==> src/rtl/pic_prio_pkg.sv <==
package pic_prio_pkg;
    // Command kinds, selected by the top three bits of the command byte.
    typedef enum logic [2:0] {
        CMD_AEOI_CLR  = 3'b000,
        CMD_NS_EOI    = 3'b001,
        CMD_NOP       = 3'b010,
        CMD_SP_EOI    = 3'b011,
        CMD_AEOI_SET  = 3'b100,
        CMD_ROT_NS    = 3'b101,
        CMD_SET_PRIO  = 3'b110,
        CMD_ROT_SP    = 3'b111
    } cmd_kind_e;
endpackage

==> src/rtl/prio_scan.sv <==
module prio_scan #(
    parameter int N_LINES = 8,
    localparam int LW = $clog2(N_LINES)
) (
    input  logic [N_LINES-1:0] bits,
    input  logic [LW-1:0]      base,
    output logic [LW:0]        rank
);
    logic [N_LINES-1:0] rotated;

    // rotated[k] is the line found k steps after the base
    for (genvar g = 0; g < N_LINES; g++) begin : g_rot
        logic [LW-1:0] src;
        assign src = LW'(g) + base;
        assign rotated[g] = bits[src];
    end

    always_comb begin
        rank = (LW+1)'(N_LINES);
        for (int i = N_LINES - 1; i >= 0; i--) begin
            if (rotated[i]) rank = (LW+1)'(i);
        end
    end
endmodule

==> src/rtl/pic_cmd_decode.sv <==
module pic_cmd_decode
    import pic_prio_pkg::*;
#(
    parameter int N_LINES = 8,
    localparam int LW = $clog2(N_LINES)
) (
    input  logic          valid,
    input  logic [7:0]    cmd_byte,
    output logic          eoi_top,
    output logic          eoi_named,
    output logic          rotate,
    output logic          set_prio,
    output logic          aeoi_wr,
    output logic          aeoi_val,
    output logic [LW-1:0] arg
);
    cmd_kind_e kind;

    assign kind = cmd_kind_e'(cmd_byte[7:5]);
    assign arg  = cmd_byte[LW-1:0];

    always_comb begin
        eoi_top   = 1'b0;
        eoi_named = 1'b0;
        rotate    = 1'b0;
        set_prio  = 1'b0;
        aeoi_wr   = 1'b0;
        aeoi_val  = 1'b0;
        if (valid) begin
            unique case (kind)
                CMD_AEOI_CLR: aeoi_wr = 1'b1;
                CMD_AEOI_SET: begin aeoi_wr = 1'b1; aeoi_val = 1'b1; end
                CMD_NS_EOI:   eoi_top = 1'b1;
                CMD_ROT_NS:   begin eoi_top = 1'b1; rotate = 1'b1; end
                CMD_SP_EOI:   eoi_named = 1'b1;
                CMD_ROT_SP:   begin eoi_named = 1'b1; rotate = 1'b1; end
                CMD_SET_PRIO: set_prio = 1'b1;
                CMD_NOP:      ;
            endcase
        end
    end
endmodule

==> src/rtl/pic_rot_resolver.sv <==
module pic_rot_resolver
    import pic_prio_pkg::*;
#(
    parameter int N_LINES  = 8,
    parameter int CASC_LINE = 2,
    localparam int LW = $clog2(N_LINES)
) (
    input  logic               clk,
    input  logic               rst_n,
    input  logic [N_LINES-1:0] req,
    input  logic [N_LINES-1:0] mask,
    input  logic               auto_eoi_en,
    input  logic               sfn_en,
    input  logic               primary,
    input  logic               ack,
    input  logic               cmd_valid,
    input  logic [7:0]         cmd_byte,
    output logic               irq_out,
    output logic [LW-1:0]      irq_line,
    output logic [N_LINES-1:0] isr_q,
    output logic [LW-1:0]      rot_base,
    output logic               rot_aeoi
);
    localparam logic [N_LINES-1:0] CASC_BIT = N_LINES'(1) << CASC_LINE;
    localparam logic [LW:0]        NONE     = (LW+1)'(N_LINES);

    logic [N_LINES-1:0] cand, isr_view, isr_d;
    logic [LW:0]        rank_req, rank_svc, rank_top;
    logic [LW-1:0]      top_line, base_d, arg;
    logic               aeoi_d;
    logic               eoi_top, eoi_named, rotate, set_prio, aeoi_wr, aeoi_val;

    assign cand     = req & ~mask;
    assign isr_view = (sfn_en && primary) ? (isr_q & ~CASC_BIT) : isr_q;

    prio_scan #(.N_LINES(N_LINES)) u_scan_req (.bits(cand),     .base(rot_base), .rank(rank_req));
    prio_scan #(.N_LINES(N_LINES)) u_scan_svc (.bits(isr_view), .base(rot_base), .rank(rank_svc));
    prio_scan #(.N_LINES(N_LINES)) u_scan_top (.bits(isr_q),    .base(rot_base), .rank(rank_top));

    pic_cmd_decode #(.N_LINES(N_LINES)) u_dec (
        .valid(cmd_valid), .cmd_byte(cmd_byte),
        .eoi_top(eoi_top), .eoi_named(eoi_named), .rotate(rotate),
        .set_prio(set_prio), .aeoi_wr(aeoi_wr), .aeoi_val(aeoi_val), .arg(arg)
    );

    assign irq_out  = rank_req < rank_svc;
    assign irq_line = rank_req[LW-1:0] + rot_base;
    assign top_line = rank_top[LW-1:0] + rot_base;

    // next-state selection: a command takes precedence over an acknowledge
    always_comb begin
        isr_d  = isr_q;
        base_d = rot_base;
        aeoi_d = rot_aeoi;
        if (cmd_valid) begin
            if (aeoi_wr) aeoi_d = aeoi_val;
            if (eoi_top && rank_top != NONE) begin
                isr_d[top_line] = 1'b0;
                if (rotate) base_d = top_line + LW'(1);
            end
            if (eoi_named) begin
                isr_d[arg] = 1'b0;
                if (rotate) base_d = arg + LW'(1);
            end
            if (set_prio) base_d = arg + LW'(1);
        end else if (ack && irq_out) begin
            if (auto_eoi_en) begin
                if (rot_aeoi) base_d = irq_line + LW'(1);
            end else begin
                isr_d[irq_line] = 1'b1;
            end
        end
    end

    always_ff @(posedge clk or negedge rst_n) begin
        if (!rst_n) begin
            isr_q    <= '0;
            rot_base <= '0;
            rot_aeoi <= 1'b0;
        end else begin
            isr_q    <= isr_d;
            rot_base <= base_d;
            rot_aeoi <= aeoi_d;
        end
    end

    AST_NOP_HOLDS: assert property (@(posedge clk) disable iff (!rst_n)
        (cmd_valid && cmd_byte[7:5] == 3'b010) |=> ($stable(isr_q) && $stable(rot_base) && $stable(rot_aeoi)));
    AST_SETPRIO_KEEPS_ISR: assert property (@(posedge clk) disable iff (!rst_n)
        (cmd_valid && cmd_byte[7:5] == 3'b110) |=> $stable(isr_q));
    AST_ACK_ENTERS_SERVICE: assert property (@(posedge clk) disable iff (!rst_n)
        (ack && irq_out && !auto_eoi_en && !cmd_valid) |=> isr_q[$past(irq_line)]);
    AST_AEOI_NO_SERVICE: assert property (@(posedge clk) disable iff (!rst_n)
        (ack && auto_eoi_en && !cmd_valid) |=> $stable(isr_q));
    AST_SPEOI_CLEARS: assert property (@(posedge clk) disable iff (!rst_n)
        (cmd_valid && cmd_byte[6:5] == 2'b11) |=> !isr_q[$past(cmd_byte[LW-1:0])]);
    AST_MASKED_NEVER_SHOWN: assert property (@(posedge clk) disable iff (!rst_n)
        irq_out |-> !mask[irq_line]);
endmodule

==> config.mk <==
export PLATFORM = sky130hd
export DESIGN_NAME = pic_rot_resolver
export DESIGN_NICKNAME = d
export VERILOG_FILES = /design/src/rtl/pic_prio_pkg.sv /design/src/rtl/prio_scan.sv /design/src/rtl/pic_cmd_decode.sv /design/src/rtl/pic_rot_resolver.sv
export SDC_FILE = /design/constraint.sdc
export NUM_CORES = 1
export LEC_CHECK = 0
export ABC_AREA = 1
export CORE_MARGIN = 3
export CORE_UTILIZATION = 53
export CTS_CLUSTER_SIZE = 40
export DETAILED_ROUTE_END_ITERATION = 6
export PLACE_DENSITY = 0.81
export SLEW_MARGIN = 5
export SYNTH_ARGS = -nofsm -noshare
export SYNTH_HDL_FRONTEND = slang
export SYNTH_SLANG_ARGS = --single-unit
==> constraint.sdc <==
create_clock -name clk -period 5.1 [get_ports clk]
set_input_delay 0.765 -clock clk [delete_from_list [all_inputs] [get_ports clk]]
set_output_delay 0.765 -clock clk [all_outputs]
set_load 0.05 [all_outputs]
# After elaboration in Yosys (flattened, before gate mapping)
# Cells that the tools add are included.
dict set report totals {
  register_bits 12
  latch_bits 0
  ram_bits 0
  rom_bits 0
  in_bits 31
  out_inout_bits 16
  memories 0
}
dict set report classes {
  add_sub_neg 12
  n_mul 0
  div 0
  magnitude_cmp 15
  n_eq_ne 8
  shifts 0
  mux 105
  bitwise_logic 7
  reduce_logical 17
}
# op count
set op_table {}
lappend op_table {{4-bit two-way mux} 24}
lappend op_table {{1-bit binary-select mux with 3-bit select} 24}
lappend op_table {{8-bit two-way mux} 6}
lappend op_table {{3-bit by 4-bit < comparator with 1-bit output, second input constant} 11}
lappend op_table {{1-bit two-way mux} 38}
lappend op_table {{3-bit two-way mux} 10}
lappend op_table {{8-bit bitwise AND} 3}
lappend op_table {{8-bit NOT} 3}
lappend op_table {{3-bit adder, first input constant} 4}
lappend op_table {{3-bit == test, second input constant} 4}
lappend op_table {{3-bit by 1-bit adder with 3-bit output, second input constant} 3}
lappend op_table {{1-bit demux with 3-bit select} 3}
lappend op_table {{3-bit by 1-bit greater-or-equal comparator with 1-bit output, second input constant} 3}
lappend op_table {{8-bit OR} 1}
lappend op_table {{2-bit OR reduction} 4}
lappend op_table {{2-bit by 3-bit adder with 3-bit output, first input constant} 2}
lappend op_table {{3-bit adder} 2}
lappend op_table {{1-bit logical AND} 6}
lappend op_table {{2-bit nonzero test} 3}
lappend op_table {{4-bit < comparator} 1}
lappend op_table {{4-bit inequality test, second input constant} 1}
lappend op_table {{2-bit AND reduction} 2}
lappend op_table {{1-bit by 3-bit adder with 3-bit output, first input constant} 1}
lappend op_table {{3-bit by 1-bit == test with 1-bit output, second input constant} 1}
lappend op_table {{4 further kinds} 4}

# Depth between registers and ports, before layout
# Gate-level depths: netlist of the first run.
dict set report logic_depth {
  ltp_word 23
  ltp_mapped 30
  mapped_depth_nobuf 27
}

# Cells and area by module
# A second synthesis of the first run with hierarchy kept.
dict set report hier_totals {
  hier_cells 503
  area_unflattened_um2 2685.1
}
# module instances cells_each area_per_inst_um2
set by_module_without_submodules {}
lappend by_module_without_submodules {prio_scan 3 95 445.4}
lappend by_module_without_submodules {pic_rot_resolver 1 201 1273.7}
lappend by_module_without_submodules {pic_cmd_decode 1 17 75.1}

# Worst setup path before layout of the first run
# No wires, ideal clock.
dict set report synth_path {
  path_kind {register to output}
  startpoint {reg rot_base[0]}
  endpoint {out irq_out}
  arrival_ns 4.062
  required_time_ns 4.335
  slack_ns 0.273
  path_stages_with_launch 18
  n_path_buf 3
  cell_sequence {dfrtp_1 buf_4 inv_2 buf_6 ha_1 buf_2 inv_1 nand3_1 nand2_1 nor2_1 a31oi_1 nand2_1 nor2_2 inv_1 nor2_1 ha_1 a21oi_1 a21boi_0}
}
dict set report synth_via {
  elab_chain_len 12
  elab_cells_between_ends 56
  cone_classes {7 x add/sub; 1 x order compare; 48 x mux}
}
# element line_no
set synth_lines {}
lappend synth_lines {{start: declaration} pic_rot_resolver.sv:21} ;# output logic [LW-1:0] rot_base,
lappend synth_lines {{start signal: assignment} pic_rot_resolver.sv:82} ;# rot_base <= base_d;
lappend synth_lines {{3-bit adder} prio_scan.sv:14} ;# assign src = LW'(g) + base;
lappend synth_lines {{1-bit binary-select mux with 3-bit select} prio_scan.sv:15} ;# assign rotated[g] = bits[src];
lappend synth_lines {{1-bit two-way mux (not written as such)} prio_scan.sv:15}
lappend synth_lines {{4-bit two-way mux (8 in a row)} prio_scan.sv:21} ;# if (rotated[i]) rank = (LW+1)'(i);
lappend synth_lines {{4-bit < comparator *} pic_rot_resolver.sv:46} ;# assign irq_out = rank_req < rank_svc;
lappend synth_lines {{end: declaration} pic_rot_resolver.sv:18} ;# output logic irq_out,
# Mark *: on every way between the ends. The rest lies on a longest branch, timed or not. The select of a mux whose other input is x is not followed.

# Final worst setup path of the first run
dict set report layout_path {
  startpoint {reg rot_base[0]}
  endpoint {out irq_line[2]}
}
dict set report layout_via {
  elab_chain_len 12
  elab_cells_between_ends 32
  cone_classes {8 x add/sub; 24 x mux}
}
# element line_no
set layout_lines {}
lappend layout_lines {{3-bit adder} prio_scan.sv:14}
lappend layout_lines {{1-bit binary-select mux with 3-bit select} prio_scan.sv:15}
lappend layout_lines {{1-bit two-way mux (not written as such)} prio_scan.sv:15}
lappend layout_lines {{4-bit two-way mux (8 in a row)} prio_scan.sv:21}
lappend layout_lines {{3-bit adder *} pic_rot_resolver.sv:47} ;# assign irq_line = rank_req[LW-1:0] + rot_base;
lappend layout_lines {{end: declaration} pic_rot_resolver.sv:19} ;# output logic [LW-1:0] irq_line,
# Marks and branches as above.

==> results of run 1 <==
[final cells by class]
type / count / area share [%]
clock buffers: 4 / 1.93
inverters: 56 / 7.36
multi-input cells: 350 / 61.6
flip-flops and latches: 12 / 10.5
well taps: 50 / 2.19
repair buffers: 47 / 16.4
[synthesized netlist by cell type (3+ instances only)]
library cell | instances | area, um^2
sky130_fd_sc_hd__nor3_1 | 3 | 15.0
sky130_fd_sc_hd__ha_1 | 10 | 125
sky130_fd_sc_hd__nand2_1 | 154 | 578
sky130_fd_sc_hd__nand3_1 | 92 | 460
sky130_fd_sc_hd__inv_2 | 12 | 45.0
sky130_fd_sc_hd__xor2_1 | 3 | 26.3
sky130_fd_sc_hd__inv_1 | 44 | 165
sky130_fd_sc_hd__o211ai_1 | 3 | 22.5
sky130_fd_sc_hd__o21ai_1 | 4 | 20.0
sky130_fd_sc_hd__o21ai_0 | 5 | 25.0
sky130_fd_sc_hd__buf_4 | 4 | 30.0
sky130_fd_sc_hd__a21oi_1 | 11 | 55.1
sky130_fd_sc_hd__buf_6 | 3 | 33.8
sky130_fd_sc_hd__o2111ai_1 | 8 | 70.1
sky130_fd_sc_hd__dfrtp_1 | 12 | 300
sky130_fd_sc_hd__nand4_1 | 6 | 37.5
sky130_fd_sc_hd__a31oi_1 | 6 | 37.5
sky130_fd_sc_hd__nor2_1 | 26 | 97.6
[state kept, by name (all words and copies together) (netlist names)]
signal    cells
isr_q         8
rot_base      3
rot_aeoi      1
[how the worst max path moves through the flow]
stage / start / to / slack [ns] / depth (start not counted)
after floorplan: rot_base[0] / irq_out / 0.27 / 17
after global placement: req[1] / irq_line[2] / 0.82 / 22
after detailed placement: mask[3] / irq_line[2] / 0.77 / 22
after CTS: rot_base[0] / irq_line[2] / 0.63 / 20
after global routing: rot_base[0] / irq_line[2] / 0.31 / 20
final: rot_base[0] / irq_line[2] / 0.61 / 20
[cell usage in the layout (no fill, tap or decap), drive strengths merged, types with 2 or more instances in the layout]
cell	count
nor2	27
a31oi	6
o31ai	2
o21ai	9
xnor2	2
o2111ai	8
fa	2
a21oi	11
xor2	4
nand3	92
inv	56
clkbuf	4
ha	10
dfrtp	12
and2	2
o211ai	3
nand4	6
nand2	157
nor3	3
buf	6
clkdlybuf4s50	41
[logic make-up after synthesis]
family	Yosys count	share of synthesized area, %
DFF	12	12.8
xor gates and xnor gates	6	3.19
adders and majority gates	12	7.02
buffers and inverters	67	12.3
AOI/OAI and AO/OA	43	11.8
and+or+nand+nor	289	52.9
[routing by layer]
layer | GRT usage (%) | up-vias | routed length, um
met2 | 43.2 | 131 | 3210
met3 | 0.964 | 6 | 552
met4 | 5.53 | 0 | 60
met1 | 40.5 | 1304 | 3330
met5 | 0 | - | 0
li1 | - | 1506 | -
[metrics by stage]
stage	cell area, um^2	utilization [%]	hold WS, ns	instances
5_1_grt	2860	69.0	0.610	519
6_report	2860	69.0	0.563	519
2_1_floorplan	2350	-	0.469	429
3_5_place_dp	2800	67.6	0.557	515
3_3_place_gp	2800	67.6	0.556	515
4_1_cts	2860	69.0	0.565	519
[tightest hold or removal path, stage by stage, from the launching register on]
cell and delay [ns]:
sky130_fd_sc_hd__dfrtp_1 0.38, sky130_fd_sc_hd__inv_1 0.07, sky130_fd_sc_hd__a21oi_1 0.06
==> impl_results.html, run 1 <==
<table>
<tr><th>Metric</th><th>Value</th></tr>
<tr><th colspan="2">Status</th></tr>
<tr><td>Outcome</td><td>finished, final reports clean</td></tr>
<tr><th colspan="2">Min path</th></tr>
<tr><td>Hold Path Cell Cnt</td><td>2</td></tr>
<tr><td>Path class of the lowest-slack min-delay path</td><td>reg2reg</td></tr>
<tr><td>Worst hold path startpoint</td><td>rot_aeoi</td></tr>
<tr><td>Capture endpoint of the worst hold path</td><td>rot_aeoi</td></tr>
<tr><th colspan="2">Timing</th></tr>
<tr><td>Final critical-path share of the clock period</td><td>between 80% and 90%</td></tr>
<tr><td>Hold Vio Cnt, Final</td><td>0</td></tr>
<tr><td>Final critical-path required period</td><td>4.49 ns</td></tr>
<tr><td>Max-slew violations</td><td>0</td></tr>
<tr><td>Unrepaired setup endpoints after global routing</td><td>no</td></tr>
<tr><td>Fin Clk Skew</td><td>0.00106 ns</td></tr>
<tr><td>Actual slew at the worst max-slew pin</td><td>~0.65 ns</td></tr>
<tr><td>Worst path setup slack after routing</td><td>0.605 ns</td></tr>
<tr><td>Finish-stage setup viols</td><td>0</td></tr>
<tr><td>Peak clock frequency supported by timing</td><td>approximately 0.22 GHz</td></tr>
<tr><td>Relative slew slack</td><td>56.7%</td></tr>
<tr><td>Final sum of negative setup slack</td><td>0 ns</td></tr>
<tr><th colspan="2">Layout</th></tr>
<tr><td>Number of antenna diodes</td><td>0</td></tr>
<tr><td>Synth-to-Final Area Change</td><td>21.5%</td></tr>
<tr><td>Area occupied by registers</td><td>300 um^2</td></tr>
<tr><td>Area occupied by multi-input gates</td><td>roughly 1800 um^2</td></tr>
<tr><td>Share of cells above drive strength 1</td><td>under 10%</td></tr>
<tr><td>Filler instances</td><td>379</td></tr>
<tr><td>Total number of nets in the final design</td><td>513</td></tr>
<tr><th colspan="2">Clocking</th></tr>
<tr><td>Root buffer cell</td><td>sky130_fd_sc_hd__clkbuf_8</td></tr>
<tr><td>TritonCTS Sinks</td><td>12</td></tr>
<tr><td>Clock-pin slew reported for the worst setup and hold paths after clock tree synthesis</td><td>roughly 0.050 ns</td></tr>
<tr><td>TritonCTS clock tree</td><td>yes</td></tr>
<tr><td>Max clock buf depth</td><td>2</td></tr>
<tr><td>H-tree levels</td><td>1</td></tr>
<tr><td>Number of clock buffers inserted by TritonCTS</td><td>3</td></tr>
<tr><td>Setup bufs post-CTS</td><td>0</td></tr>
<tr><td>Clock latency of the later-clocked register in the worst-skew pair</td><td>~0.24 ns</td></tr>
<tr><td>PostCTS Resize Cnt</td><td>0</td></tr>
<tr><td>Hold bufs inserted after CTS</td><td>0</td></tr>
<tr><th colspan="2">Worst setup path</th></tr>
<tr><td>Buffers and inverters on the worst path</td><td>6</td></tr>
<tr><td>Series of cell instances along the critical path</td><td>inv_2 -&gt; ha_1 -&gt; inv_1 -&gt; nand3_1 -&gt; nand2_1 -&gt; nor2_1 -&gt; a31oi_1 -&gt; nand2_1 -&gt; nand2_1 -&gt; nand2_1 -&gt; nand2_1 -&gt; inv_1 -&gt; ha_1 -&gt; fa_1 -&gt; xor2_1 -&gt; inv_1 -&gt; nand2_1 -&gt; nand2_4 -&gt; inv_2 -&gt; buf_12</td></tr>
<tr><td>Worst Path Arrival</td><td>3.73 ns</td></tr>
<tr><td>Top delay family on crit path</td><td>adder cells</td></tr>
<tr><td>Dominant cell type by count on the critical path</td><td>sky130_fd_sc_hd__nand2_1</td></tr>
<tr><td>Reg2reg setup slack</td><td>1.12 ns</td></tr>
<tr><td>Biggest fanout along the worst timing path</td><td>14</td></tr>
<tr><td>Required time of the critical path</td><td>4.34 ns</td></tr>
<tr><td>Number of cell instances on the worst register-to-register path</td><td>21</td></tr>
<tr><td>Worst stage delay on the critical path</td><td>0.39 ns</td></tr>
<tr><td>Worst Setup Start Kind</td><td>flip-flop</td></tr>
<tr><td>Launch point of the worst reg-to-reg path</td><td>rot_base[0]</td></tr>
<tr><td>Crit path capture type</td><td>output pin</td></tr>
<tr><td>Worst Path Class, Setup</td><td>reg2out</td></tr>
<tr><td>Cell with the biggest individual delay on the critical path</td><td>sky130_fd_sc_hd__ha_1</td></tr>
<tr><td>R2r endpoint</td><td>rot_base[1]</td></tr>
<tr><th colspan="2">Floorplanning</th></tr>
<tr><td>Std-Cell Rows</td><td>23</td></tr>
<tr><td>Number of top-level pins</td><td>47</td></tr>
<tr><td>Core area</td><td>about 4100 um^2</td></tr>
<tr><td>Die span in x</td><td>approximately 73 um</td></tr>
<tr><td>Die area</td><td>roughly 5300 um^2</td></tr>
<tr><td>Height of the die</td><td>72.6 um</td></tr>
<tr><td>Initial core utilization</td><td>56.8%</td></tr>
<tr><th colspan="2">GRT</th></tr>
<tr><td>First-pass GRT wire length</td><td>between 10,000 and 15,000 um</td></tr>
<tr><td>Vias in the first global route</td><td>2,463</td></tr>
<tr><td>Initial antenna violation count</td><td>0</td></tr>
<tr><td>Largest net degree at the start of global routing</td><td>29</td></tr>
<tr><td>Global routing usage summed across all routing layers</td><td>27.0%</td></tr>
<tr><td>Sum of overflow across all layers after global routing</td><td>0</td></tr>
<tr><th colspan="2">Placement</th></tr>
<tr><td>Setup WS pre-CTS</td><td>~0.77 ns</td></tr>
<tr><td>Final estimated routing congestion in global placement</td><td>~0.96</td></tr>
<tr><td>Detailed Place HPWL</td><td>5880 um</td></tr>
<tr><td>Total of buffers placed on input and output ports</td><td>44</td></tr>
<tr><th colspan="2">Routing</th></tr>
<tr><td>Initial DRC Count</td><td>401</td></tr>
<tr><td>Detailed-route vias per instance</td><td>between 5 and 6</td></tr>
<tr><td>Wire per inst</td><td>13.8 um</td></tr>
<tr><td>DR vias</td><td>2,947</td></tr>
<tr><td>DRC violation count after routing</td><td>0</td></tr>
<tr><td>First-pass DRT Iterations</td><td>5</td></tr>
<tr><td>Antenna-violating nets left</td><td>0</td></tr>
<tr><td>Routed Wire Length</td><td>7150 um</td></tr>
<tr><th colspan="2">Logic synthesis</th></tr>
<tr><td>Syn Std Cell Area</td><td>2350 um^2</td></tr>
<tr><td>Number of synthesized register bits</td><td>12</td></tr>
<tr><td>Count of flip-flops with a built-in enable after synthesis</td><td>0</td></tr>
<tr><td>Count of different cell masters after synthesis</td><td>35</td></tr>
<tr><td>Syn Inst Count</td><td>429</td></tr>
<tr><td>Post-synth top flop</td><td>sky130_fd_sc_hd__dfrtp_1</td></tr>
<tr><td>Number of nets in the synthesized netlist</td><td>472</td></tr>
<tr><td>Avg Synthesized Cell Area</td><td>5.48 um^2</td></tr>
<tr><td>Part of the Yosys area used for sequential elements</td><td>between 10 and 15%</td></tr>
<tr><td>Proportion of register bits with asynchronous set or reset after synthesis</td><td>between 90% and 100%</td></tr>
<tr><td>Warnings from Yosys</td><td>0</td></tr>
<tr><th colspan="2">Flow run</th></tr>
<tr><td>Max-cap check violation count</td><td>0</td></tr>
</table>
Power of run 1 is left out: the tool's default activity adds up to more than one toggle a clock period on the data nets, which glitch-free logic cannot reach.
==> inputs of run 2 (changes only) <==
- CORE_UTILIZATION: 53 -> 35
- PLACE_DENSITY: 0.81 -> 0.57
- SLEW_MARGIN: 5 -> default
==> run 2 against run 1 <==
- utilization down 24 points
- final cell count grew 5.6%
- largest cell class unchanged
- worst setup slack improved by 0.018 ns
- global-route usage shrank 7.1 points
- first-iteration DRC count shrank 41%
- worst hold slack gained 0.0046 ns
- sequential share of layout area decreased by 0.22 points
- highest routed layer unchanged
- count of clock-buffer cells in the layout did not move
==> impl_results.html, run 2 (same netlist as run 1, synthesis figures left out) <==
<table>
<tr><th>Metric</th><th>Value</th></tr>
<tr><th colspan="2">Status</th></tr>
<tr><td>Outcome</td><td>finished, final reports clean</td></tr>
<tr><th colspan="2">Worst setup path</th></tr>
<tr><td>Required time of the critical path</td><td>4.34 ns (about the same)</td></tr>
<tr><td>Cell with the biggest individual delay on the critical path</td><td>sky130_fd_sc_hd__ha_1</td></tr>
<tr><td>Crit path capture type</td><td>output pin</td></tr>
<tr><td>Biggest fanout along the worst timing path</td><td>14 (unchanged)</td></tr>
<tr><td>Top delay family on crit path</td><td>adder cells</td></tr>
<tr><td>Worst stage delay on the critical path</td><td>0.39 ns (about the same)</td></tr>
<tr><td>Worst Setup Start Kind</td><td>flip-flop</td></tr>
<tr><td>Dominant cell type by count on the critical path</td><td>sky130_fd_sc_hd__nand2_1</td></tr>
<tr><td>Series of cell instances along the critical path</td><td>inv_2 -&gt; ha_1 -&gt; inv_1 -&gt; nand3_1 -&gt; nand2_1 -&gt; nor2_1 -&gt; a31oi_1 -&gt; nand2_1 -&gt; nand2_1 -&gt; nand2_1 -&gt; nand2_1 -&gt; inv_1 -&gt; ha_1 -&gt; fa_1 -&gt; xor2_1 -&gt; inv_1 -&gt; nand2_1 -&gt; nand2_4 -&gt; inv_2 -&gt; buf_12</td></tr>
<tr><td>Worst Path Class, Setup</td><td>reg2out</td></tr>
<tr><td>Buffers and inverters on the worst path</td><td>6 (unchanged)</td></tr>
<tr><td>Worst Path Arrival</td><td>3.71 ns (-0.02 ns)</td></tr>
<tr><th colspan="2">Placement</th></tr>
<tr><td>Total of buffers placed on input and output ports</td><td>44 (unchanged)</td></tr>
<tr><td>Detailed Place HPWL</td><td>6220 um (+5.8%)</td></tr>
<tr><td>Final estimated routing congestion in global placement</td><td>0.853 (-11%)</td></tr>
<tr><th colspan="2">Routing</th></tr>
<tr><td>Routed Wire Length</td><td>7440 um (+4.1%)</td></tr>
<tr><td>Antenna-violating nets left</td><td>0 (unchanged)</td></tr>
<tr><td>Initial DRC Count</td><td>235 (-41%)</td></tr>
<tr><td>DR vias</td><td>2,869 (-2.6%)</td></tr>
<tr><td>Wire per inst</td><td>13.6 um (-1.4%)</td></tr>
<tr><td>DRC violation count after routing</td><td>0 (unchanged)</td></tr>
<tr><td>First-pass DRT Iterations</td><td>4 (-1)</td></tr>
<tr><td>Detailed-route vias per instance</td><td>5.24 (-7.8%)</td></tr>
<tr><th colspan="2">Layout</th></tr>
<tr><td>Final cell utilization of the core</td><td>45.5% (-24 points)</td></tr>
<tr><td>Leading cell type in the layout, fill and taps excluded</td><td>sky130_fd_sc_hd__nand2_1</td></tr>
<tr><td>Share of cells above drive strength 1</td><td>6.79% (+0.40 points)</td></tr>
<tr><td>Total number of nets in the final design</td><td>515 (+0.39%)</td></tr>
<tr><td>Top library cells by usage in the layout, fill and taps aside</td><td>154 x sky130_fd_sc_hd__nand2_1, 92 x sky130_fd_sc_hd__nand3_1, 44 x sky130_fd_sc_hd__inv_1</td></tr>
<tr><td>Number of antenna diodes</td><td>0 (unchanged)</td></tr>
<tr><td>Synth-to-Final Area Change</td><td>24.1%</td></tr>
<tr><td>Leading registers by flop count</td><td>isr_q: 8 flops, rot_base: 3 flops, rot_aeoi: 1 flops</td></tr>
<tr><td>Largest register by flop count</td><td>isr_q</td></tr>
<tr><td>Flip-flop count of the largest register after layout</td><td>8 (unchanged)</td></tr>
<tr><th colspan="2">Floorplanning</th></tr>
<tr><td>Std-Cell Rows</td><td>29 (+26%)</td></tr>
<tr><td>Height of the die</td><td>88.0 um (+21%)</td></tr>
<tr><td>Number of top-level pins</td><td>47 (unchanged)</td></tr>
<tr><td>Die area</td><td>7740 um^2 (+47%)</td></tr>
<tr><td>Core area</td><td>6420 um^2 (+55%)</td></tr>
<tr><td>Initial core utilization</td><td>36.6% (-20 points)</td></tr>
<tr><td>Die span in x</td><td>88.0 um (+21%)</td></tr>
<tr><th colspan="2">Timing</th></tr>
<tr><td>Finish-stage setup viols</td><td>0 (unchanged)</td></tr>
<tr><td>Fin Clk Skew</td><td>0.00134 ns (+0.000282 ns)</td></tr>
<tr><td>Worst Hold Slack</td><td>0.567 ns (+0.00463 ns)</td></tr>
<tr><td>Relative slew slack</td><td>60.3% (+3.6 points)</td></tr>
<tr><td>Unrepaired setup endpoints after global routing</td><td>no</td></tr>
<tr><td>Max-slew violations</td><td>0 (unchanged)</td></tr>
<tr><td>Final critical-path required period</td><td>4.48 ns (-0.0182 ns)</td></tr>
<tr><td>Peak clock frequency supported by timing</td><td>0.223 GHz (+0.41%)</td></tr>
<tr><td>Final sum of negative setup slack</td><td>0 ns (unchanged)</td></tr>
<tr><td>Actual slew at the worst max-slew pin</td><td>0.596 ns (-0.0537 ns)</td></tr>
<tr><td>Final critical-path share of the clock period</td><td>87.8% (-0.36 points)</td></tr>
<tr><td>Hold Vio Cnt, Final</td><td>0 (unchanged)</td></tr>
<tr><th colspan="2">Clocking</th></tr>
<tr><td>Setup bufs post-CTS</td><td>0 (unchanged)</td></tr>
<tr><td>TritonCTS clock tree</td><td>yes</td></tr>
<tr><td>Number of clock buffers inserted by TritonCTS</td><td>3 (unchanged)</td></tr>
<tr><td>Max clock buf depth</td><td>2 (unchanged)</td></tr>
<tr><td>PostCTS Resize Cnt</td><td>0 (unchanged)</td></tr>
<tr><td>H-tree levels</td><td>1 (unchanged)</td></tr>
<tr><td>Root buffer cell</td><td>sky130_fd_sc_hd__clkbuf_8</td></tr>
<tr><td>Clock-pin slew reported for the worst setup and hold paths after clock tree synthesis</td><td>0.05 ns (about the same)</td></tr>
<tr><td>TritonCTS Sinks</td><td>12 (unchanged)</td></tr>
<tr><td>Hold bufs inserted after CTS</td><td>0 (unchanged)</td></tr>
<tr><td>Clock latency of the later-clocked register in the worst-skew pair</td><td>0.24 ns (about the same)</td></tr>
<tr><th colspan="2">GRT</th></tr>
<tr><td>Vias in the first global route</td><td>2,644 (+7.3%)</td></tr>
<tr><td>First-pass GRT wire length</td><td>12,300 um (+7.8%)</td></tr>
<tr><td>Global routing usage summed across all routing layers</td><td>19.9% (-7.1 points)</td></tr>
<tr><td>Sum of overflow across all layers after global routing</td><td>0 (unchanged)</td></tr>
<tr><td>Largest net degree at the start of global routing</td><td>29 (unchanged)</td></tr>
<tr><td>Initial antenna violation count</td><td>0 (unchanged)</td></tr>
<tr><th colspan="2">Flow run</th></tr>
<tr><td>Max-cap check violation count</td><td>0 (unchanged)</td></tr>
<tr><th colspan="2">Min path</th></tr>
<tr><td>Path class of the lowest-slack min-delay path</td><td>reg2reg</td></tr>
</table>
-- run 2: changes by cell type in the layout (fill, tap and decap cells not counted), sizes merged --
cell  previous run  this run
buf              6         8
-- run 2: metal layers --
metal / track usage, % / wire length, um / share of wire, % / vias to the layer above
met5: 0 / 0 / 0 / -
met4: 3.77 / 45 / 0.60 / 0
met3: 1.13 / 271 / 3.6 / 4
met2: 31.8 / 3280 / 44 / 64
met1: 29.7 / 3850 / 52 / 1297
li1: - / - / - / 1504
-- run 2: final cells by class --
cell class / instances / area (um^2)
Tap cell: 77 / 96.3
Timing Repair Buffer: 49 / 495
Inverter: 56 / 210
Sequential cell: 12 / 300
Fill cell: 689 / 3500
Clock buffer: 4 / 55.1
Multi-Input combinational cell: 350 / 1760
-- run 2: tightest hold or removal path, cell delays in order, from the launching register on --
cell                      delay (ns)
sky130_fd_sc_hd__dfrtp_1        0.38
sky130_fd_sc_hd__inv_1          0.08
sky130_fd_sc_hd__a21oi_1        0.07
-- run 2: stage by stage --
step / area [um^2] / std cells / worst slack, ns
finish: 2920 / 548 / 0.623
global route: 2920 / 548 / 0.245
CTS: 2920 / 548 / 0.632
detailed placement: 2860 / 544 / 0.789
global placement: 2860 / 544 / 0.810
floorplan: 2350 / 429 / 0.273
-- run 2: path summary, 6_finish.rpt --
check,start,to,slack [ns],depth (start not counted)
max reg2reg,rot_base[0],rot_base[1],1.11,21
min,rot_aeoi,rot_aeoi,0.57,2
max in group asynchronous,rst_n,rot_base[1],3.88,1
min in group asynchronous,rst_n,isr_q[6],0.87,1
max,rot_base[0],irq_line[2],0.62,20
min reg2reg,rot_aeoi,rot_aeoi,0.57,2
Power of run 2 is left out for the same reason.
